--- src/rtl/pwm_steer_pkg.sv ---
`timescale 1ns/1ps
package pwm_steer_pkg;
  localparam int NUM_PINS = 4;
  localparam int MODE_BIT = 4;

  typedef enum logic [1:0] {
    ADDR_STEER  = 2'd0,
    ADDR_PERIOD = 2'd1,
    ADDR_DUTY   = 2'd2,
    ADDR_SPARE  = 2'd3
  } regAddr_e;

  // Strobes from control to datapath
  typedef struct packed {
    logic                applyNow;
    logic                applyAtStart;
    logic [NUM_PINS-1:0] maskVal;
  } steerCmd_t;
endpackage

--- src/rtl/pwm_steer_ctrl.sv ---
`timescale 1ns/1ps
module pwm_steer_ctrl
  import pwm_steer_pkg::*;
#(
  parameter int CNT_W      = 8,
  parameter int DEF_PERIOD = 7,
  parameter int DEF_DUTY   = 3
) (
  input  logic             clk,
  input  logic             rstN,
  input  logic             regWrEn,
  input  logic [1:0]       regAddr,
  input  logic [CNT_W-1:0] regWrData,
  input  logic             lastCycle,
  output steerCmd_t        cmd,
  output logic [CNT_W-1:0] nextPeriod,
  output logic [CNT_W-1:0] nextDuty
);
  logic [NUM_PINS-1:0] shadowMask;
  logic [CNT_W-1:0]    shadowPeriod;
  logic [CNT_W-1:0]    shadowDuty;
  logic                wrSteer, wrPeriod, wrDuty;

  always_comb begin
    wrSteer  = regWrEn && (regAddr_e'(regAddr) == ADDR_STEER);
    wrPeriod = regWrEn && (regAddr_e'(regAddr) == ADDR_PERIOD);
    wrDuty   = regWrEn && (regAddr_e'(regAddr) == ADDR_DUTY);
  end

  always_ff @(posedge clk) begin
    if (!rstN) begin
      shadowMask   <= '0;
      shadowPeriod <= CNT_W'(DEF_PERIOD);
      shadowDuty   <= CNT_W'(DEF_DUTY);
    end else begin
      if (wrSteer)  shadowMask   <= regWrData[NUM_PINS-1:0];
      if (wrPeriod) shadowPeriod <= regWrData;
      if (wrDuty)   shadowDuty   <= regWrData;
    end
  end

  // A write landing on the boundary cycle is forwarded so the last write wins
  always_comb begin
    cmd.applyNow     = wrSteer && !regWrData[MODE_BIT];
    cmd.applyAtStart = lastCycle;
    cmd.maskVal      = wrSteer ? regWrData[NUM_PINS-1:0] : shadowMask;
    nextPeriod       = wrPeriod ? regWrData : shadowPeriod;
    nextDuty         = wrDuty ? regWrData : shadowDuty;
  end

  assert_spare_ignored_R9: assert property (@(posedge clk) disable iff (!rstN)
    (regWrEn && regAddr_e'(regAddr) == ADDR_SPARE) |=>
      ($stable(shadowMask) && $stable(shadowPeriod) && $stable(shadowDuty)));
endmodule

--- src/rtl/pwm_steer_timer.sv ---
`timescale 1ns/1ps
module pwm_steer_timer #(
  parameter int CNT_W      = 8,
  parameter int DEF_PERIOD = 7,
  parameter int DEF_DUTY   = 3
) (
  input  logic             clk,
  input  logic             rstN,
  input  logic [CNT_W-1:0] nextPeriod,
  input  logic [CNT_W-1:0] nextDuty,
  output logic             lastCycle,
  output logic             periodStart,
  output logic             pwmOut
);
  logic [CNT_W-1:0] cnt;
  logic [CNT_W-1:0] activePeriod;
  logic [CNT_W-1:0] activeDuty;

  always_comb begin
    lastCycle   = (cnt == activePeriod);
    periodStart = (cnt == '0);
    pwmOut      = (cnt < activeDuty);
  end

  always_ff @(posedge clk) begin
    if (!rstN) begin
      cnt          <= '0;
      activePeriod <= CNT_W'(DEF_PERIOD);
      activeDuty   <= CNT_W'(DEF_DUTY);
    end else if (lastCycle) begin
      cnt          <= '0;
      activePeriod <= nextPeriod;
      activeDuty   <= nextDuty;
    end else begin
      cnt <= cnt + 1'b1;
    end
  end

  assert_wrap_R6: assert property (@(posedge clk) disable iff (!rstN)
    lastCycle |=> periodStart);

  assert_count_range_R6: assert property (@(posedge clk) disable iff (!rstN)
    cnt <= activePeriod);

  assert_timing_held_R8: assert property (@(posedge clk) disable iff (!rstN)
    !periodStart |-> ($stable(activeDuty) && $stable(activePeriod)));

  assert_full_duty_R7: assert property (@(posedge clk) disable iff (!rstN)
    (activeDuty > activePeriod) |-> pwmOut);
endmodule

--- src/rtl/pwm_steer_dp.sv ---
`timescale 1ns/1ps
module pwm_steer_dp
  import pwm_steer_pkg::*;
(
  input  logic                clk,
  input  logic                rstN,
  input  steerCmd_t           cmd,
  input  logic                pwmIn,
  input  logic                periodStart,
  input  logic [NUM_PINS-1:0] portData,
  output logic [NUM_PINS-1:0] pinOut
);
  logic [NUM_PINS-1:0] activeMask;

  always_ff @(posedge clk) begin
    if (!rstN) activeMask <= '0;
    else if (cmd.applyNow || cmd.applyAtStart) activeMask <= cmd.maskVal;
  end

  for (genvar i = 0; i < NUM_PINS; i++) begin : g_pin
    assign pinOut[i] = activeMask[i] ? pwmIn : portData[i];
  end

  assert_apply_now_R3: assert property (@(posedge clk) disable iff (!rstN)
    cmd.applyNow |=> (activeMask == $past(cmd.maskVal)));

  assert_mask_held_R4: assert property (@(posedge clk) disable iff (!rstN)
    (!cmd.applyNow && !cmd.applyAtStart) |=> $stable(activeMask));

  assert_whole_pulse_R5: assert property (@(posedge clk) disable iff (!rstN)
    (!$stable(activeMask) && !$past(cmd.applyNow)) |-> periodStart);
endmodule

--- src/rtl/pwm_steer_unit.sv ---
`timescale 1ns/1ps
module pwm_steer_unit
  import pwm_steer_pkg::*;
#(
  parameter int CNT_W      = 8,
  parameter int DEF_PERIOD = 7,
  parameter int DEF_DUTY   = 3
) (
  input  logic                clk,
  input  logic                rstN,
  input  logic                regWrEn,
  input  logic [1:0]          regAddr,
  input  logic [CNT_W-1:0]    regWrData,
  input  logic [NUM_PINS-1:0] portData,
  output logic [NUM_PINS-1:0] pinOut,
  output logic                pwmOut,
  output logic                periodStart
);
  steerCmd_t        cmd;
  logic [CNT_W-1:0] nextPeriod;
  logic [CNT_W-1:0] nextDuty;
  logic             lastCycle;

  pwm_steer_ctrl #(.CNT_W(CNT_W), .DEF_PERIOD(DEF_PERIOD), .DEF_DUTY(DEF_DUTY)) ctrl_i (
    .clk(clk), .rstN(rstN), .regWrEn(regWrEn), .regAddr(regAddr),
    .regWrData(regWrData), .lastCycle(lastCycle), .cmd(cmd),
    .nextPeriod(nextPeriod), .nextDuty(nextDuty)
  );

  pwm_steer_timer #(.CNT_W(CNT_W), .DEF_PERIOD(DEF_PERIOD), .DEF_DUTY(DEF_DUTY)) timer_i (
    .clk(clk), .rstN(rstN), .nextPeriod(nextPeriod), .nextDuty(nextDuty),
    .lastCycle(lastCycle), .periodStart(periodStart), .pwmOut(pwmOut)
  );

  pwm_steer_dp dp_i (
    .clk(clk), .rstN(rstN), .cmd(cmd), .pwmIn(pwmOut),
    .periodStart(periodStart), .portData(portData), .pinOut(pinOut)
  );
endmodule

--- config.mk ---
export PLATFORM = sky130hd
export DESIGN_NAME = pwm_steer_unit
export DESIGN_NICKNAME = d
export VERILOG_FILES = /design/src/rtl/pwm_steer_pkg.sv /design/src/rtl/pwm_steer_ctrl.sv /design/src/rtl/pwm_steer_timer.sv /design/src/rtl/pwm_steer_dp.sv /design/src/rtl/pwm_steer_unit.sv
export SDC_FILE = /design/constraint.sdc
export NUM_CORES = 1
export LEC_CHECK = 0
export BUFFER_PORTS_ARGS = -buffer_cell sky130_fd_sc_hd__buf_4
export CORE_UTILIZATION = 35
export CTS_CLUSTER_SIZE = 12
export DETAILED_ROUTE_END_ITERATION = 10
export PLACE_DENSITY = 0.54
export RECOVER_POWER = 25
export SETUP_SLACK_MARGIN = 0.05
export SYNTH_ARGS = -nofsm -noshare
export SYNTH_HDL_FRONTEND = slang
export SYNTH_SLANG_ARGS = --single-unit
--- constraint.sdc ---
create_clock -name clk -period 1.75 [get_ports clk]
set_input_delay 0.175 -clock clk [delete_from_list [all_inputs] [get_ports clk]]
set_output_delay 0.175 -clock clk [all_outputs]
set_load 0.1 [all_outputs]
==> metrics.cfg <==
[timing]
timing.slew.headroom=0.576
slew_violations=0
final-setup-viol-count=6
finalHoldViolations=0
tns_ns=-2.16
layout_setup_ws_ns=-0.392
fin_skew_ns=0.0106
min_period_ns=2.14
rsz0062_at_grt=true
max_freq_ghz=0.467
fin_hold_ws_ns=0.137
worst_pin_slew_ns=0.637
fin_crit_sh=1.22

[worst_setup_path]
path_max_fanout=5
worstPathRequired_ns=1.57
path_class=reg2out
cp-end-kind=output pin
startpoint_type=flop
arrival_ns=1.97

[clocking]
insertion_delay_ns=0.30
cts_tree=yes
cts-root-buf=clkbuf_8
clkSlewWorstSetupHoldPaths_ns=0.09
htree_levels=2
cts_num_sinks=48
cts_made_buffers=5
cts_buffer_depth=2

[layout]
area.growth.synth_to_final_pct=30.3
drive_above_1_share=0.303
num_antenna_cells=0
multiInputGateArea_um2=1110
nets=277
stdcell_count=323
seqCellArea_um2=975
fillCellCount=521

[synthesis]
synth_edf_count=0
yosysMostFrequentCell=dfxtp_1
ys.flop_type=dfxtp_1
synth.top_cells.by_count=dfxtp_1, nand2_1, inv_1, mux2i_1, o22a_1
synthCells=208
ys_top_cells_by_area=dfxtp_1, ha_1, mux2i_1
async_flop_share=0
synth_warnings=0
syn-num-nets=234
synth_top_cell_by_area=dfxtp_1
syn_area_um2=2100
synth_top_area_share=0.458
yosysUniqueCellTypes=38
seq_area_frac_synth=0.458
syn_area_per_cell_um2=10.1
ys_ff_latch=48

[outcome]
violations=negative setup slack
status=finished, violations left

[grt]
grt_pass1_wl_mm=6.96
grt_max_degree=27
grt_pass1_vias=1411
antenna_found_initial=0
grt_overflow=0
grt_usage=0.148

[detailed_routing]
drc=0
drt_iter0_markers=56
dr.pass1.iters=4
detail-route-antenna-nets=0
totalWireLength_mm=4.18
wl_per_cell_um=12.9
viasPerCell=4.63
vias=1497

[place]
gp_congestion=0.729
dp_hpwl_mm=3.25
placedCellCount=315
port_buffers=22

[min_path]
holdCritPathClass=in2reg

[floorplanning]
rows=27
top_level_ports=23
initial_utilization=0.372
die_h_um=79.4
die_area_um2=6310
core_um2=5640
die_x_um=79.4

[power_and_ir_drop]
ir_worst_vdd_v=0.000454
power.total_uw=2340
p_per_area_nw_per_um2=857
leakage_uw=0.00125

[flow_run]
max-cap-violations=0

critical path, stage by stage (launching register included):
cell and delay, ns:
dfxtp_2 0.32, inv_1 0.05, ha_2 0.26, o2111a_1 0.26, a221oi_4 0.38, mux2_4 0.23
buf_12 0.17
final cells by class:
class                      instances  share of cell area
clock inverter                     1              0.0110
multi-input combinational        139               0.406
tap                               72              0.0330
clock buffer                       6              0.0343
inverter                          14              0.0192
timing repair buffer              43               0.140
sequential                        48               0.357
metal layers:
layer	up-vias	wire, um	GRT usage
met4	0	53	0.0527
met2	13	1840	0.228
li1	794	-	-
met3	7	109	0.0377
met1	683	2180	0.199
met5	-	0	0
flip-flops by register name (all words and copies together) (netlist names):
register and count:
ctrl_i.shadowDuty 8, ctrl_i.shadowMask 4, ctrl_i.shadowPeriod 8, dp_i.activeMask 4, timer_i.activeDuty 8, timer_i.activePeriod 8, timer_i.cnt 8
stage by stage:
stage / setup WS, ns / util / area (um2)
global route: -0.503 / 0.484 / 2730
CTS: -0.437 / 0.485 / 2740
global placement: -0.212 / 0.446 / 2520
floorplan: -0.830 / - / 2150
detailed placement: -0.229 / 0.446 / 2520
finish: -0.392 / 0.484 / 2730
placed cells by master (no fill, tap or decap), types with 5 or more instances in the layout:
cell type	Yosys	routed
and2_1	5	5
buf_12	0	5
buf_4	0	35
clkbuf_8	0	5
dfxtp_1	48	39
dfxtp_2	0	8
ha_1	9	6
inv_1	14	13
mux2i_1	11	11
nand2_1	24	24
nand3_1	6	6
nor2_1	10	10
nor2b_1	10	10
o22a_1	11	11
xnor2_1	10	10
worst paths after layout:
check | from | end | slack (ns) | cells past startpoint
worst max-delay path | timer_i.activeDuty[4] | pinOut[0] | -0.39 | 6
worst min-delay path | regWrData[1] | ctrl_i.shadowDuty[1] | 0.14 | 3
worst min register to register | ctrl_i.shadowPeriod[4] | ctrl_i.shadowPeriod[4] | 0.46 | 2
worst max register to register | timer_i.cnt[6] | timer_i.activeDuty[2] | 0.13 | 7
cell families (layout without fill, tap and decap cells):
family / Yosys count / count (layout) / share of synthesized area
and+or+nand+nor: 67 / 67 / 0.168
DFF: 48 / 48 / 0.458
AOI/OAI and AO/OA: 30 / 30 / 0.124
buffers and inverters: 21 / 64 / 0.0430
muxes: 19 / 19 / 0.0955
xor gates and xnor gates: 14 / 14 / 0.0585
adders and majority gates: 9 / 9 / 0.0537
timing repair:
item	in CTS	in global routing
endpoints found under the hold margin	0	0
resized for setup	25	3
buffers inserted	1	0
pin swaps	1	3
endpoints found under the setup margin	6	6
hold buffers	0	0
power breakdown:
| group | switching, uW | internal [uW] | leakage [uW] | total [uW] |
|---|---|---|---|---|
| clock network | 352 | 505 | 0.0000624 | 857 |
| logic | 202 | 155 | 0.000793 | 357 |
| registers | 10.5 | 1120 | 0.000393 | 1130 |
| total | 565 | 1780 | 0.00125 | 2340 |
Power figures use the tool's default switching activity.
